<file path="config.mk">
export PLATFORM = sky130hd
export DESIGN_NAME = nor_cost_eval
export DESIGN_NICKNAME = d
export VERILOG_FILES = /design/src/rtl/nor_eval_pkg.sv /design/src/rtl/nor_row_sim.sv /design/src/rtl/nor_row_stage.sv /design/src/rtl/nor_intrinsic.sv /design/src/rtl/nor_cost_eval.sv
export SDC_FILE = /design/constraint.sdc
export NUM_CORES = 1
export LEC_CHECK = 0
export BUFFER_PORTS_ARGS = -buffer_cell sky130_fd_sc_hd__buf_2
export CORE_MARGIN = 2
export CORE_UTILIZATION = 45
export CTS_CLUSTER_DIAMETER = 150
export CTS_CLUSTER_SIZE = 40
export DETAILED_ROUTE_END_ITERATION = 8
export PLACE_DENSITY_LB_ADDON = 0.08
export SETUP_SLACK_MARGIN = 0.05
export SLEW_MARGIN = 5
export SYNTH_ARGS = -nofsm -noshare
export SYNTH_HDL_FRONTEND = slang
export SYNTH_SLANG_ARGS = --single-unit
</file>
<file path="constraint.sdc">
create_clock -name clk -period 8 [get_ports clk]
set_clock_uncertainty 0.1 [all_clocks]
set_input_delay 0.8 -clock clk [delete_from_list [all_inputs] [get_ports clk]]
set_output_delay 0.8 -clock clk [all_outputs]
set_load 0.03 [all_outputs]
</file>
<file path="src/rtl/nor_eval_pkg.sv">
package nor_eval_pkg;

    // First bit of gate k's column in the chromosome.
    function automatic int col_base(input int k, input int ni);
        return k * ni + (k * (k - 1)) / 2;
    endfunction

    function automatic int chrom_len(input int ni, input int ng);
        return ni * ng + (ng * (ng - 1)) / 2;
    endfunction

    // Width holding (rows + 1) * (nc + ng).
    function automatic int cost_width(input int ni, input int ng);
        int step;
        int rows;
        step = chrom_len(ni, ng) + ng;
        rows = 1 << ni;
        return $clog2((rows + 1) * step + 1);
    endfunction

endpackage

</file>
<file path="src/rtl/nor_row_sim.sv">
module nor_row_sim
    import nor_eval_pkg::*;
#(
    parameter int NI  = 2,
    parameter int NG  = 5,
    parameter int NC  = chrom_len(NI, NG),
    parameter int ROW = 0
) (
    input  logic [NC-1:0] chrom,
    output logic          net_out
);

    logic [NG-1:0] gate_q;

    for (genvar k = 0; k < NG; k++) begin : g_gate
        localparam int BASE = col_base(k, NI);
        logic [NI+k-1:0] en_src;

        for (genvar j = 0; j < NI; j++) begin : g_pin
            localparam bit PIN_VAL = ((ROW >> j) & 1) != 0;
            assign en_src[j] = chrom[BASE + j] & PIN_VAL;
        end

        for (genvar m = 0; m < k; m++) begin : g_fb
            assign en_src[NI + m] = chrom[BASE + NI + m] & gate_q[m];
        end

        assign gate_q[k] = ~(|en_src);
    end

    assign net_out = gate_q[NG-1];

endmodule

</file>
<file path="src/rtl/nor_row_stage.sv">
module nor_row_stage
    import nor_eval_pkg::*;
#(
    parameter int NI     = 2,
    parameter int NG     = 5,
    parameter int TAG_W  = 8,
    parameter int ROW    = 0,
    parameter int NC     = chrom_len(NI, NG),
    parameter int ROWS   = 1 << NI,
    parameter int COST_W = cost_width(NI, NG)
) (
    input  logic              clk,
    input  logic              rst_n,
    input  logic              a_valid,
    input  logic [TAG_W-1:0]  a_tag,
    input  logic [NC-1:0]     a_chrom,
    input  logic [ROWS-1:0]   a_expect,
    input  logic [COST_W-1:0] a_pen,
    output logic              z_valid,
    output logic [TAG_W-1:0]  z_tag,
    output logic [NC-1:0]     z_chrom,
    output logic [ROWS-1:0]   z_expect,
    output logic [COST_W-1:0] z_pen
);

    localparam int PEN_STEP = NC + NG;

    logic net_out;
    logic miss;
    logic [COST_W-1:0] pen_next;

    nor_row_sim #(.NI(NI), .NG(NG), .NC(NC), .ROW(ROW)) u_sim (
        .chrom   (a_chrom),
        .net_out (net_out)
    );

    always_comb begin
        miss     = net_out != a_expect[ROW];
        pen_next = a_pen;
        if (miss) begin
            pen_next = a_pen + COST_W'(PEN_STEP);
        end
    end

    always_ff @(posedge clk or negedge rst_n) begin
        if (!rst_n) begin
            z_valid <= 1'b0;
        end else begin
            z_valid <= a_valid;
        end
    end

    always_ff @(posedge clk) begin
        z_tag    <= a_tag;
        z_chrom  <= a_chrom;
        z_expect <= a_expect;
        z_pen    <= pen_next;
    end

endmodule

</file>
<file path="src/rtl/nor_intrinsic.sv">
module nor_intrinsic
    import nor_eval_pkg::*;
#(
    parameter int NI     = 2,
    parameter int NG     = 5,
    parameter int NC     = chrom_len(NI, NG),
    parameter int COST_W = cost_width(NI, NG)
) (
    input  logic [NC-1:0]     chrom,
    output logic [COST_W-1:0] cost
);

    logic [NG-1:0] col_used;

    for (genvar k = 0; k < NG; k++) begin : g_col
        localparam int BASE = col_base(k, NI);
        assign col_used[k] = |chrom[BASE +: NI + k];
    end

    always_comb begin
        cost = '0;
        for (int b = 0; b < NC; b++) begin
            cost = cost + COST_W'(chrom[b]);
        end
        for (int k = 0; k < NG; k++) begin
            cost = cost + COST_W'(col_used[k]);
        end
    end

endmodule

</file>
<file path="src/rtl/nor_cost_eval.sv">
module nor_cost_eval
    import nor_eval_pkg::*;
#(
    parameter int NI     = 2,
    parameter int NG     = 5,
    parameter int TAG_W  = 8,
    parameter int NC     = chrom_len(NI, NG),
    parameter int ROWS   = 1 << NI,
    parameter int COST_W = cost_width(NI, NG)
) (
    input  logic              clk,
    input  logic              rst_n,
    input  logic              in_valid,
    input  logic [TAG_W-1:0]  in_tag,
    input  logic [NC-1:0]     in_chrom,
    input  logic [ROWS-1:0]   in_target,
    input  logic              in_invert,
    output logic              out_valid,
    output logic [TAG_W-1:0]  out_tag,
    output logic [COST_W-1:0] out_cost
);

    logic              st_valid  [ROWS+1];
    logic [TAG_W-1:0]  st_tag    [ROWS+1];
    logic [NC-1:0]     st_chrom  [ROWS+1];
    logic [ROWS-1:0]   st_expect [ROWS+1];
    logic [COST_W-1:0] st_pen    [ROWS+1];

    assign st_valid[0]  = in_valid;
    assign st_tag[0]    = in_tag;
    assign st_chrom[0]  = in_chrom;
    assign st_expect[0] = in_target ^ {ROWS{in_invert}};
    assign st_pen[0]    = '0;

    for (genvar r = 0; r < ROWS; r++) begin : g_row
        nor_row_stage #(
            .NI(NI), .NG(NG), .TAG_W(TAG_W), .ROW(r),
            .NC(NC), .ROWS(ROWS), .COST_W(COST_W)
        ) u_stage (
            .clk      (clk),
            .rst_n    (rst_n),
            .a_valid  (st_valid[r]),
            .a_tag    (st_tag[r]),
            .a_chrom  (st_chrom[r]),
            .a_expect (st_expect[r]),
            .a_pen    (st_pen[r]),
            .z_valid  (st_valid[r+1]),
            .z_tag    (st_tag[r+1]),
            .z_chrom  (st_chrom[r+1]),
            .z_expect (st_expect[r+1]),
            .z_pen    (st_pen[r+1])
        );
    end

    logic [COST_W-1:0] own_cost;

    nor_intrinsic #(.NI(NI), .NG(NG), .NC(NC), .COST_W(COST_W)) u_intr (
        .chrom (st_chrom[ROWS]),
        .cost  (own_cost)
    );

    always_ff @(posedge clk or negedge rst_n) begin
        if (!rst_n) begin
            out_valid <= 1'b0;
        end else begin
            out_valid <= st_valid[ROWS];
        end
    end

    always_ff @(posedge clk) begin
        out_tag  <= st_tag[ROWS];
        out_cost <= st_pen[ROWS] + own_cost;
    end

endmodule

</file>
==> flow_summary.yaml <==
layout:
  drive_gt1_share_pct: 21.90
  area_growth_pct: 21.73
  nFillCells: 817
  final_common_cell: "dfxtp_1"
  final_cell_mix: "dfxtp_1 (150), buf_2 (51), inv_1 (42)"
  nNetsFinal: 476
  diodes: 0
  stdcell_count: 544
  final_util_pct: 56.98
synth:
  synthXorXnorAreaFrac_pct: 3.794
  syn_inst: 328
  synth_edf_count: 0
  synthSimpleGateAreaFrac_pct: 3.984
  synth.net_count: 405
  synth.avg_cell_area_um2: 14.08
  netlist_area_um2: 4617
  synth-async-reset-ratio_pct: 3.226
  ys_seq_area_share_pct: 67.75
  synthAdderAreaFrac_pct: 14.20
  synth_compound_area_share_pct: 5.962
  ys.flop_type: "dfxtp_1"
  synth_top_family_by_area: "adder cells"
  muxShareOfSynthArea_pct: 0.8943
  synth_cell_types: 36
  yosys_warnings: 0
  ys_ff_latch: 155
detailed_routing:
  totalWireLength_um: 6106
  vias: 2331
  drtIter0Drc: 31
  post_drt_wl_per_cell_um: 11.22
  viasPerCell: 4.285
  ant_nets: 0
  drc: 0
  dr.pass1.iters: 4
die:
  core_area_um2: 9864
  die_area_um2: 11090
  start_util_pct: 46.80
  rows: 36
  die_w_um: 105.3
  die_h_um: 105.3
  io_pins: 52
global_routing:
  met2_usage_pct: 19.95
  use_met1_pct: 13.71
  grt_use_total_pct: 12.34
  grt_max_degree: 17
  grtUsageMet3_pct: 4.700
  grt_pass1_vias: 2370
  grt-busiest-layer: "met2"
  antenna_found_initial: 0
  grt_overflow: 0
  grt_pass1_wl_um: 10440
setup_path:
  cp.arrival_ps: 5360
  path_class: "reg2reg"
  path_max_fanout: 2
  cp-startpoint: "g_row[3].u_stage.z_chrom[0]"
  cp.required_ps: 8340
  r2r-start: "g_row[3].u_stage.z_chrom[0]"
  end_kind: "flop"
  cp-start-kind: "flop"
timing:
  finalSetupViolations: 0
  rsz0062_at_grt: "false"
  maxSlewHeadroom_pct: 62.82
  clock.fmax_ghz: 0.1991
  min_period_ps: 5023
  finalCritPeriodShare_pct: 62.79
  tns_ps: 0
  drv_slew: 0
  finalHoldViolCount: 0
  worst_slew_pin_slew_ps: 553.8
  timing.final.ws_setup_ps: 2977
clock_network:
  ctsRootBufferMaster: "clkbuf_8"
  numCtsBuffers: 17
  cts.path.max_buffers: 2
  htreeDepth: 4
  post-cts-setup-buffer-count: 0
  clock_latency_ps: 510
  cts.sinks: 155
  clkTransAtPathRegs_ps: 60
  cts_tree: "yes"
run:
  maxCapViolations: 0
pwr:
  leakage_nw: 2.597
  p_per_area_nw_per_um2: 420.4
  ir_worst_vdd_mv: 0.2813
placement:
  post-place-cells: 512
  preCtsSetupSlack_ps: 2960
  port_buffers: 51
  gp_congestion: 0.8340
  dpl.hpwl_um: 4619
hold_path:
  worstHoldStart: "g_row[1].u_stage.z_tag[6]"
  hold_path.class: "reg2reg"
outcome:
  outcome: "finished, final reports clean"
[critical path, cell delays in order (launching register included)]
cell	delay [ps]
dfxtp_1	340
inv_1	50
ha_1	300
fa_1	490
inv_1	60
fa_1	550
fa_1	440
fa_1	480
fa_1	490
inv_1	50
fa_1	410
fa_1	420
a21o_1	170
a21oi_1	200
o21bai_1	100
a21oi_1	180
xnor2_1	130
[Yosys cell counts (all sizes together), types with 3 or more instances]
cell / n / share of area (%)
a221o: 3 / 0.65
dfxtp: 150 / 65
fa: 19 / 8.2
dfrtp: 5 / 2.7
xnor2: 12 / 2.3
xor2: 8 / 1.5
nor2: 7 / 0.57
nand2: 3 / 0.24
o21ai: 4 / 0.43
a21oi: 7 / 0.76
a311oi: 4 / 0.76
mux2: 3 / 0.89
a21o: 4 / 0.68
ha: 22 / 6.0
a221oi: 4 / 0.76
nand2b: 5 / 0.68
nor2b: 5 / 0.68
inv: 42 / 3.4
[per-layer routing]
layer,vias up,share of wire [%]
met2,55,48
met1,1057,45
met5,-,0
met3,12,4.3
li1,1207,-
met4,0,2.5
[path summary, 6_finish.rpt]
path                                                  end  slack, ps  depth (start not counted)
min in group asynchronous        g_row[0].u_stage.z_valid        520                          2
worst min register to register  g_row[2].u_stage.z_tag[6]        230                          0
max in group asynchronous                       out_valid       7150                          2
worst min-delay path            g_row[2].u_stage.z_tag[6]        230                          0
worst max register to register                out_cost[6]       2980                         16
worst max-delay path                          out_cost[6]       2980                         16
[per-stage QoR]
stage / area (µm²) / total power [mW] / hold slack (ps)
after global placement: 5039 / 1.637 / 209.6
after floorplan: 4617 / 1.511 / 209.6
after CTS: 5620 / 2.406 / 225.4
after detailed placement: 5039 / 1.650 / 212.1
after global routing: 5620 / 2.563 / 231.1
final: 5620 / 2.363 / 226.0
[sequential cells by signal, summed over array words and instances (netlist names)]
register                cells
g_row.u_stage.z_tag        32
out_cost                    7
out_tag                     8
g_row.u_stage.z_pen        17
out_valid                   1
g_row.u_stage.z_chrom      80
g_row.u_stage.z_expect      6
g_row.u_stage.z_valid       4
[kinds of logic (layout without fill, tap and decap cells)]
family	count (synthesis)	in the layout
adders and majority gates	41	41
DFF	155	155
and+or+nand+nor	31	31
muxes	3	3
xor gates and xnor gates	20	20
buffers and inverters	42	125
AOI/OAI and AO/OA	36	36
[power breakdown]
part / switching (mW) / internal (mW) / total, mW
combinational: 0.363 / 0.335 / 0.698
sequential: 0.0403 / 0.878 / 0.918
clock: 0.310 / 0.436 / 0.747
total: 0.713 / 1.65 / 2.36
[what timing repair did]
action,in CTS,in global routing
hold buffers,1,0
endpoints found under the setup margin,0,0
hold endpoints to repair,5,0
resized for setup,0,0
[area by class of cell]
cell class	count	area, µm²	share of cell area (%)
well taps	133	166.4	2.961
clock inverters	12	130.1	2.315
repair buffers	52	265.3	4.719
multi-input cells	131	1331	23.69
clock buffers	19	441.7	7.858
flip-flops and latches	155	3128	55.65
inverters	42	157.7	2.805
(Power assumes the default switching activity.)
